===== config.mk =====
export PLATFORM = sky130hd
export DESIGN_NAME = seq_divider
export DESIGN_NICKNAME = d
export VERILOG_FILES = /design/src/rtl/seq_divider_pkg.sv /design/src/rtl/div_step_unit.sv /design/src/rtl/div_rem_fix.sv /design/src/rtl/div_seq_ctrl.sv /design/src/rtl/seq_divider.sv
export SDC_FILE = /design/constraint.sdc
export NUM_CORES = 1
export LEC_CHECK = 0
export ABC_AREA = 1
export BUFFER_PORTS_ARGS = -buffer_cell sky130_fd_sc_hd__buf_2
export CORE_AREA = 5 5 61 63
export CTS_CLUSTER_DIAMETER = 120
export CTS_CLUSTER_SIZE = 24
export DETAILED_ROUTE_END_ITERATION = 10
export DIE_AREA = 0 0 66 68
export GPL_ROUTABILITY_DRIVEN = 0
export PLACE_DENSITY = 0.77
export RECOVER_POWER = 25
export SYNTH_ARGS = -nofsm -noshare
export SYNTH_HDL_FRONTEND = slang
export SYNTH_SLANG_ARGS = --single-unit

===== constraint.sdc =====
create_clock -name clk -period 2.7 [get_ports clk]
set_clock_uncertainty 0.1 [all_clocks]
set_input_delay 0.54 -clock clk [delete_from_list [all_inputs] [get_ports clk]]
set_output_delay 0.54 -clock clk [all_outputs]
set_load 0.02 [all_outputs]

===== src/rtl/seq_divider_pkg.sv =====
package seq_divider_pkg;

    typedef enum logic {
        MODE_RESTORE    = 1'b0,
        MODE_NONRESTORE = 1'b1
    } div_mode_e;

    typedef enum logic [1:0] {
        ST_IDLE = 2'd0,
        ST_RUN  = 2'd1,
        ST_FIX  = 2'd2
    } div_state_e;

    // Cycles from the accepting edge to the result edge
    function automatic int unsigned steps_for(input div_mode_e m, input int unsigned w);
        return (m == MODE_NONRESTORE) ? w + 1 : w;
    endfunction

endpackage


===== src/rtl/div_step_unit.sv =====
module div_step_unit
    import seq_divider_pkg::*;
#(
    parameter int W = 4
) (
    input  div_mode_e    mode_i,
    input  logic [W:0]   part_i,
    input  logic [W-1:0] quo_i,
    input  logic [W-1:0] dvs_i,
    output logic [W:0]   part_o,
    output logic [W-1:0] quo_o
);
    logic [W:0] shifted;
    logic [W:0] dvs_ext;
    logic [W:0] diff;
    logic [W:0] sum;
    logic       qbit;

    always_comb begin
        shifted = {part_i[W-1:0], quo_i[W-1]};
        dvs_ext = {1'b0, dvs_i};
        diff    = shifted - dvs_ext;
        sum     = shifted + dvs_ext;
        if (mode_i == MODE_NONRESTORE) begin
            // sign of previous partial remainder picks add or subtract
            part_o = part_i[W] ? sum : diff;
            qbit   = ~part_o[W];
        end else begin
            part_o = diff[W] ? shifted : diff;
            qbit   = ~diff[W];
        end
        quo_o = {quo_i[W-2:0], qbit};
    end
endmodule


===== src/rtl/div_rem_fix.sv =====
module div_rem_fix #(
    parameter int W = 4
) (
    input  logic [W:0]   part_i,
    input  logic [W-1:0] dvs_i,
    output logic [W-1:0] rem_o
);
    logic [W:0] fixed;

    always_comb begin
        fixed = part_i[W] ? (part_i + {1'b0, dvs_i}) : part_i;
        rem_o = fixed[W-1:0];
    end
endmodule


===== src/rtl/div_seq_ctrl.sv =====
module div_seq_ctrl
    import seq_divider_pkg::*;
#(
    parameter int W = 4
) (
    input  logic      clk,
    input  logic      rst,
    input  logic      start_i,
    input  logic      zero_div_i,
    input  div_mode_e mode_i,
    output logic      load_o,
    output logic      zero_fin_o,
    output logic      step_o,
    output logic      fix_o,
    output logic      finish_o,
    output logic      busy_o
);
    localparam int CW = (W > 2) ? $clog2(W) : 1;
    localparam logic [CW-1:0] LAST = CW'(W - 1);

    div_state_e     state_q;
    logic [CW-1:0]  cnt_q;
    logic           accept;
    logic           last;

    always_comb begin
        busy_o     = (state_q != ST_IDLE);
        accept     = !busy_o && start_i;
        load_o     = accept && !zero_div_i;
        zero_fin_o = accept && zero_div_i;
        step_o     = (state_q == ST_RUN);
        fix_o      = (state_q == ST_FIX);
        last       = step_o && (cnt_q == LAST);
        finish_o   = (last && mode_i == MODE_RESTORE) || fix_o;
    end

    always_ff @(posedge clk) begin
        if (rst) begin
            state_q <= ST_IDLE;
            cnt_q   <= '0;
        end else begin
            unique case (state_q)
                ST_IDLE: if (load_o) begin
                    state_q <= ST_RUN;
                    cnt_q   <= '0;
                end
                ST_RUN: begin
                    cnt_q <= cnt_q + 1'b1;
                    if (last)
                        state_q <= (mode_i == MODE_NONRESTORE) ? ST_FIX : ST_IDLE;
                end
                ST_FIX:  state_q <= ST_IDLE;
                default: state_q <= ST_IDLE;
            endcase
        end
    end
endmodule


===== src/rtl/seq_divider.sv =====
module seq_divider
    import seq_divider_pkg::*;
#(
    parameter int W = 4
) (
    input  logic         clk,
    input  logic         rst,
    input  logic         start_i,
    input  logic         mode_i,
    input  logic [W-1:0] dividend_i,
    input  logic [W-1:0] divisor_i,
    output logic [W-1:0] quotient_o,
    output logic [W-1:0] remainder_o,
    output logic         done_o,
    output logic         dbz_o
);
    logic [W:0]   part_q;
    logic [W-1:0] quo_q;
    logic [W-1:0] dvs_q;
    div_mode_e    mode_q;

    logic [W:0]   step_part;
    logic [W-1:0] step_quo;
    logic [W-1:0] fix_rem;
    logic         load, zero_fin, step_en, fix_en, finish, busy;

    logic [W-1:0] quot_r, rem_r;
    logic         done_r, dbz_r;

    div_seq_ctrl #(.W(W)) ctrl_i (
        .clk        (clk),
        .rst        (rst),
        .start_i    (start_i),
        .zero_div_i (divisor_i == '0),
        .mode_i     (mode_q),
        .load_o     (load),
        .zero_fin_o (zero_fin),
        .step_o     (step_en),
        .fix_o      (fix_en),
        .finish_o   (finish),
        .busy_o     (busy)
    );

    div_step_unit #(.W(W)) step_i (
        .mode_i (mode_q),
        .part_i (part_q),
        .quo_i  (quo_q),
        .dvs_i  (dvs_q),
        .part_o (step_part),
        .quo_o  (step_quo)
    );

    div_rem_fix #(.W(W)) fix_i (
        .part_i (part_q),
        .dvs_i  (dvs_q),
        .rem_o  (fix_rem)
    );

    always_ff @(posedge clk) begin
        if (rst) begin
            part_q <= '0;
            quo_q  <= '0;
            dvs_q  <= '0;
            mode_q <= MODE_RESTORE;
            quot_r <= '0;
            rem_r  <= '0;
            done_r <= 1'b0;
            dbz_r  <= 1'b0;
        end else begin
            done_r <= finish || zero_fin;
            if (load) begin
                part_q <= '0;
                quo_q  <= dividend_i;
                dvs_q  <= divisor_i;
                mode_q <= div_mode_e'(mode_i);
            end else if (step_en) begin
                part_q <= step_part;
                quo_q  <= step_quo;
            end
            if (zero_fin) begin
                quot_r <= '1;
                rem_r  <= dividend_i;
                dbz_r  <= 1'b1;
            end else if (finish) begin
                quot_r <= step_en ? step_quo : quo_q;
                rem_r  <= step_en ? step_part[W-1:0] : fix_rem;
                dbz_r  <= 1'b0;
            end
        end
    end

    assign quotient_o  = quot_r;
    assign remainder_o = rem_r;
    assign done_o      = done_r;
    assign dbz_o       = dbz_r;
endmodule


== After elaboration in Yosys (flattened, before gate mapping) ==
Cells that the tools add are included.

* Register bits: 28
* Input port bits: 12
* Output and inout bits: 10
* Word-level logic and storage cells: 59

* $add $sub $neg: 4
* Equality and inequality tests: 5
* Muxes and demuxes: 20
* Bitwise logic cells: 3
* Reduce and logical (&&, ||, !) cells: 17

{| class="wikitable"
|+ Operators with widths
! operator !! count
|-
| $mux W4 || 8
|-
| $mux W5 || 3
|-
| $mux W2 || 4
|-
| $pmux W2 S2 || 2
|-
| $reduce_bool A2 Y1 || 3
|-
| $add A5 B4 Y5 || 1
|-
| $logic_and A1 B1 Y1 || 5
|-
| $sub A5 B4 Y5 || 1
|-
| $add A4 B4 Y4 || 1
|-
| $eq A2 B2 Y1 const B || 2
|-
| $logic_not A4 Y1 || 1
|-
| $ne A2 B1 Y1 const B || 2
|-
| $reduce_and A2 Y1 || 2
|-
| $mux W1 || 3
|-
| $not A1 Y1 || 3
|-
| $add A2 B1 Y2 const B || 1
|-
| $eq A2 B1 Y1 const B || 1
|-
| $logic_not A1 Y1 || 2
|-
| $logic_not A2 Y1 || 1
|-
| $logic_or A1 B1 Y1 || 2
|-
| $reduce_or A2 Y1 || 1
|}

== Longest topological paths before layout ==
* Depth in word-level cells: 7
* Depth in mapped cells: 16
* Mapped depth without buffers: 15

== By module ==
Synthesis repeated with hierarchy kept, for this count alone.

* Cells, all modules: 278
* Area total of the unflattened synthesis: 1,896.8 sq um

{| class="wikitable"
|+ By module, submodules not included
! module !! instances !! cells an instance !! area each (sq um) !! sequential area each (sq um)
|-
| seq_divider || 1 || 140 || 1,006.0 || 480.5
|-
| div_step_unit || 1 || 78 || 493.0 || 0.0
|-
| div_seq_ctrl || 1 || 28 || 222.7 || 80.1
|-
| div_rem_fix || 1 || 32 || 175.2 || 0.0
|}

== Worst setup path before layout ==
Ideal clock, no wire load.

* Kind: reg-to-reg
* Start: register quo_q[3]
* End: register rem_r[1], in the netlist remainder_o[1]
* Setup time: 0.069 ns
* Arrival time: 2.160 ns
* Required time: 2.531 ns
* Slack: 0.371 ns
* Cell stages (with the launch flop): 13
* Path buffers: 0
* Period minus slack after synthesis: 2.329 ns
* Cell sequence: dfxtp_1 -> inv_1 -> ha_1 -> fa_1 -> o31ai_1 -> ha_1 -> nor2_1 -> nand2_1 -> o21ai_0 -> o21ai_1 -> nand3_1 -> o21ai_0 -> o21ai_1

* Word-level cells in the longest chain between the ends: 6
* Elaborated cells between the ends (all ways): 8
* Those cells by class: add/sub (2); mux (6)

{| class="wikitable"
|+ Ends and longest elaborated chain
! item !! RTL line !! text
|-
| from (decl) || seq_divider.sv:18 || <nowiki>logic [W-1:0] quo_q;</nowiki>
|-
| from (signal assigned) || seq_divider.sv:73 || <nowiki>quo_q <= dividend_i;</nowiki>
|-
| from (signal assigned) || seq_divider.sv:78 || <nowiki>quo_q <= step_quo;</nowiki>
|-
| $sub A5 B4 Y5 / $add A5 B4 Y5 (equally long branches) || div_step_unit.sv:22, div_step_unit.sv:23 ||
|-
| $mux W5, on equally long branches || div_step_unit.sv:29, div_step_unit.sv:26 ||
|-
| $mux W5 (*) || div_step_unit.sv:24 || <nowiki>if (mode_i == MODE_NONRESTORE) begin</nowiki>
|-
| $mux W4 (*) || seq_divider.sv:86 || <nowiki>rem_r <= step_en ? step_part[W-1:0] : fix_rem;</nowiki>
|-
| $mux W4 (*) || seq_divider.sv:84 || <nowiki>end else if (finish) begin</nowiki>
|-
| $mux W4 (*) || seq_divider.sv:80 || <nowiki>if (zero_fin) begin</nowiki>
|-
| to (signal assigned) || seq_divider.sv:82 || <nowiki>rem_r <= dividend_i;</nowiki>
|-
| to (signal assigned) || seq_divider.sv:86 ||
|-
| to (decl) || seq_divider.sv:27 || <nowiki>logic [W-1:0] quot_r, rem_r;</nowiki>
|}

Every way passes the cells marked *; elsewhere a longest branch is shown, timed or not. The select of a mux whose other input is x is not followed.
A chain may end at the register's enable or synchronous reset.

== Worst setup path after layout ==
* Start: register quo_q[3]
* End: register quo_q[0]

* Word-level cells in the longest chain between the ends: 6
* Elaborated cells between the ends (all ways): 8
* Those cells by class: add/sub (2); mux (4); bitwise (2)

{| class="wikitable"
|+ Ends and longest elaborated chain
! item !! RTL line !! text
|-
| $sub A5 B4 Y5 / $add A5 B4 Y5 (equally long branches) || div_step_unit.sv:22, div_step_unit.sv:23 ||
|-
| $mux W5 || div_step_unit.sv:26 || <nowiki>part_o = part_i[W] ? sum : diff;</nowiki>
|-
| $not A1 Y1 || div_step_unit.sv:27 || <nowiki>qbit = ~part_o[W];</nowiki>
|-
| $mux W1 (*) || div_step_unit.sv:24 ||
|-
| $mux W4 (*) || seq_divider.sv:76 || <nowiki>end else if (step_en) begin</nowiki>
|-
| $mux W4 (*) || seq_divider.sv:71 || <nowiki>if (load) begin</nowiki>
|}

Every way passes the cells marked *; elsewhere a longest branch is shown, timed or not.

==> key figures <==
Drt
  • Iteration-0 DRC Markers: 79
  • Final ANT Viol Nets: 0
  • WL/cell: 12.57 um
  • Vias post-DR: 1,610
  • # DRC: 0
  • DR pass1 iterations: 4
  • Final wirelength: 3.922 mm
  • Vias per cell: 5.160

Synthesis
  • Syn Area/Cell: 7.119 um2
  • Mapped Cells: 242
  • Register bit total from synthesis: 28
  • Share of the synthesized area in the top cell type: 0.3253
  • Cell area after synthesis: 1723 um2
  • Sequential fraction of the synthesis area: 0.3253
  • Top area cells in the synthesized netlist: dfxtp_1 (33%), nand2_1 (11%), ha_1 (9.4%), a21oi_1 (6.1%), inv_1 (5.9%)
  • Yosys cell types: 29
  • Largest area contributor in the netlist: dfxtp_1
  • YS warnings: 0
  • Syn_nets: 270

Clock tree
  • Bufs on Longest Clock Path: 2
  • Clock insertion delay at the later pin of the skew report: 0.33 ns
  • Clock transition at the registers of the reported paths: 0.15 ns
  • Post-CTS Hold Fix Bufs: 0
  • CTS tree: yes
  • Total CTS buffers: 3
  • CTS Root Cell: clkbuf_4
  • Total number of H-tree levels: 1
  • Clock sink count: 28

Critical path
  • Crit path kind: reg2reg
  • Crit. End Element: flip-flop
  • Crit path launch type: flip-flop
  • CP Max Fanout: 3
  • WP data arrival: 2.64 ns
  • CP Data Required Time: 2.86 ns

Timing
  • Min Tclk post-route: 2.486 ns
  • Worst-margin pin slew: 0.4432 ns
  • Fin. Hold Viols: 0
  • Finish-stage setup viols: 0
  • Max Slew Vio Count: 0
  • Setup TNS: 0 ns
  • RSZ-0062 raised after global routing: false
  • Max Fclk: 402.3 MHz
  • Final Cycle Share: 0.9206
  • Relative slew slack: 0.7042

GRT
  • Grt ovf: 0
  • Initial antenna violation count: 0
  • GRT Util Overall: 0.1909
  • Vias in the first global route: 1,495
  • Largest net degree at the start of global routing: 18
  • First-pass GRT wire length: 6.644 mm

Floorplan
  • Chip width: 66 um
  • Die Y: 68 um
  • Ports: 22
  • Die area: 4488 um2
  • Cell Rows: 21
  • Core outline area: 3179 um2
  • Initial Utilization: 0.5419

Final layout
  • N_diodes: 0
  • Fill cell count: 319
  • Footprint of the multi-input gates: 1008 um2
  • Share of cells above drive strength 1: 0.1579
  • Most common cell after layout, fill and taps aside: nand2_1
  • Commonest non-fill, non-tap cells in the layout: nand2_1 (51), inv_1 (29), dfxtp_1 (28)
  • Post-layout net count: 295
  • Area growth, synth to finish: 12.85%
  • Register area: 560.5 um2
  • Post-route cell area: 1944 um2

Place
  • DP Area: 1882 um2
  • Post-DP HPWL: 3.085 mm
  • # port buffers: 21

Power
  • Power Density: 508.8 nW/um2
  • VDD IR max: 0.4174 mV
  • Leak Pwr: 0.9600 nW

Flow run
  • Maxcap violations: 0

Status
  • Status: finished, final reports clean

Min path
  • Hold Crit Class: in2reg
==> critical path: stages, from the launching register on <==
cell and delay (ns):
dfxtp_1 0.36, inv_1 0.07, ha_1 0.23, fa_1 0.40
o31ai_1 0.23, ha_1 0.32, buf_4 0.16, a21oi_1 0.14
nand2_1 0.10, nand2_1 0.10, nand3_1 0.08, nand2_1 0.08
inv_1 0.03
==> final cells by class <==
type | instances | share of cell area
repair buffers | 25 | 0.06950
clock inverters | 1 | 0.01544
well taps | 46 | 0.02960
multi-input cells | 175 | 0.5187
inverters | 34 | 0.06692
flip-flops and latches | 28 | 0.2883
clock buffers | 3 | 0.01158
==> state kept, by name (all words and copies together), names as in the netlist <==
| register | flops |
|---|---|
| remainder_o | 4 |
| part_q | 5 |
| dvs_q | 4 |
| ctrl_i.cnt_q | 2 |
| done_o | 1 |
| quo_q | 4 |
| quotient_o | 4 |
| mode_q | 1 |
| ctrl_i.state_q | 2 |
| dbz_o | 1 |
==> cell families after synthesis <==
| group | after synthesis | share of synthesized area |
|---|---|---|
| compound gates | 54 | 0.1699 |
| fa+ha+maj | 16 | 0.1293 |
| xor+xnor | 5 | 0.02542 |
| flops | 28 | 0.3253 |
| simple gates | 98 | 0.2476 |
| mux | 2 | 0.01162 |
| buf+inv | 39 | 0.09078 |
==> cells in the mapped netlist, drive strengths merged <==
library cell,number
o31ai,1
clkbuf,1
mux2i,2
nor2,24
buf,4
fa,3
nor4,1
nand2,52
inv,34
nand3,21
a21oi,23
o22ai,1
o211ai,1
dfxtp,28
xnor2,4
a22oi,1
o21ai,26
xor2,1
o21bai,1
ha,13
==> final timing paths <==
path / depth (start not counted) / to / start / slack [ns]
worst min-delay path: 2 / ctrl_i.cnt_q[1]$_SDFFE_PP0P_ / rst / 0.33
worst max-delay path: 12 / quo_q[0]$_SDFF_PP0_ / quo_q[3]$_SDFF_PP0_ / 0.21
worst min register to register: 2 / remainder_o[0]$_SDFFE_PP0P_ / remainder_o[0]$_SDFFE_PP0P_ / 0.37
worst max register to register: 12 / quo_q[0]$_SDFF_PP0_ / quo_q[3]$_SDFF_PP0_ / 0.21
==> timing repair <==
item	in CTS	in global routing
setup endpoints to repair	0	6
resized for setup	0	2
setup buffers	0	1
==> stage by stage <==
step	hold WS (ns)	power, mW	utilization	std cells	setup WS (ns)
final	0.3294	0.9893	0.6116	312	0.2143
after detailed placement	0.3516	0.7046	0.5919	307	0.1353
after CTS	0.3156	0.9846	0.6084	311	0.09966
after global placement	0.3352	0.6998	0.5919	307	0.2119
after global routing	0.3170	1.055	0.6116	312	0.01138
after floorplan	0.3324	0.6452	-	242	0.3710
==> layer usage <==
metal,up-vias,global-route usage,share of wire
li1,831,-,-
met1,737,0.2515,0.47
met2,35,0.3279,0.47
met3,7,0.02463,0.037
met4,0,0.05584,0.021
met5,-,0,0
==> report_power, final <==
group	switching (mW)	total, mW	internal (mW)
clock network	0.128	0.278	0.150
logic	0.156	0.255	0.0993
registers	0.0201	0.455	0.435
Power figures use the tool's default switching activity.
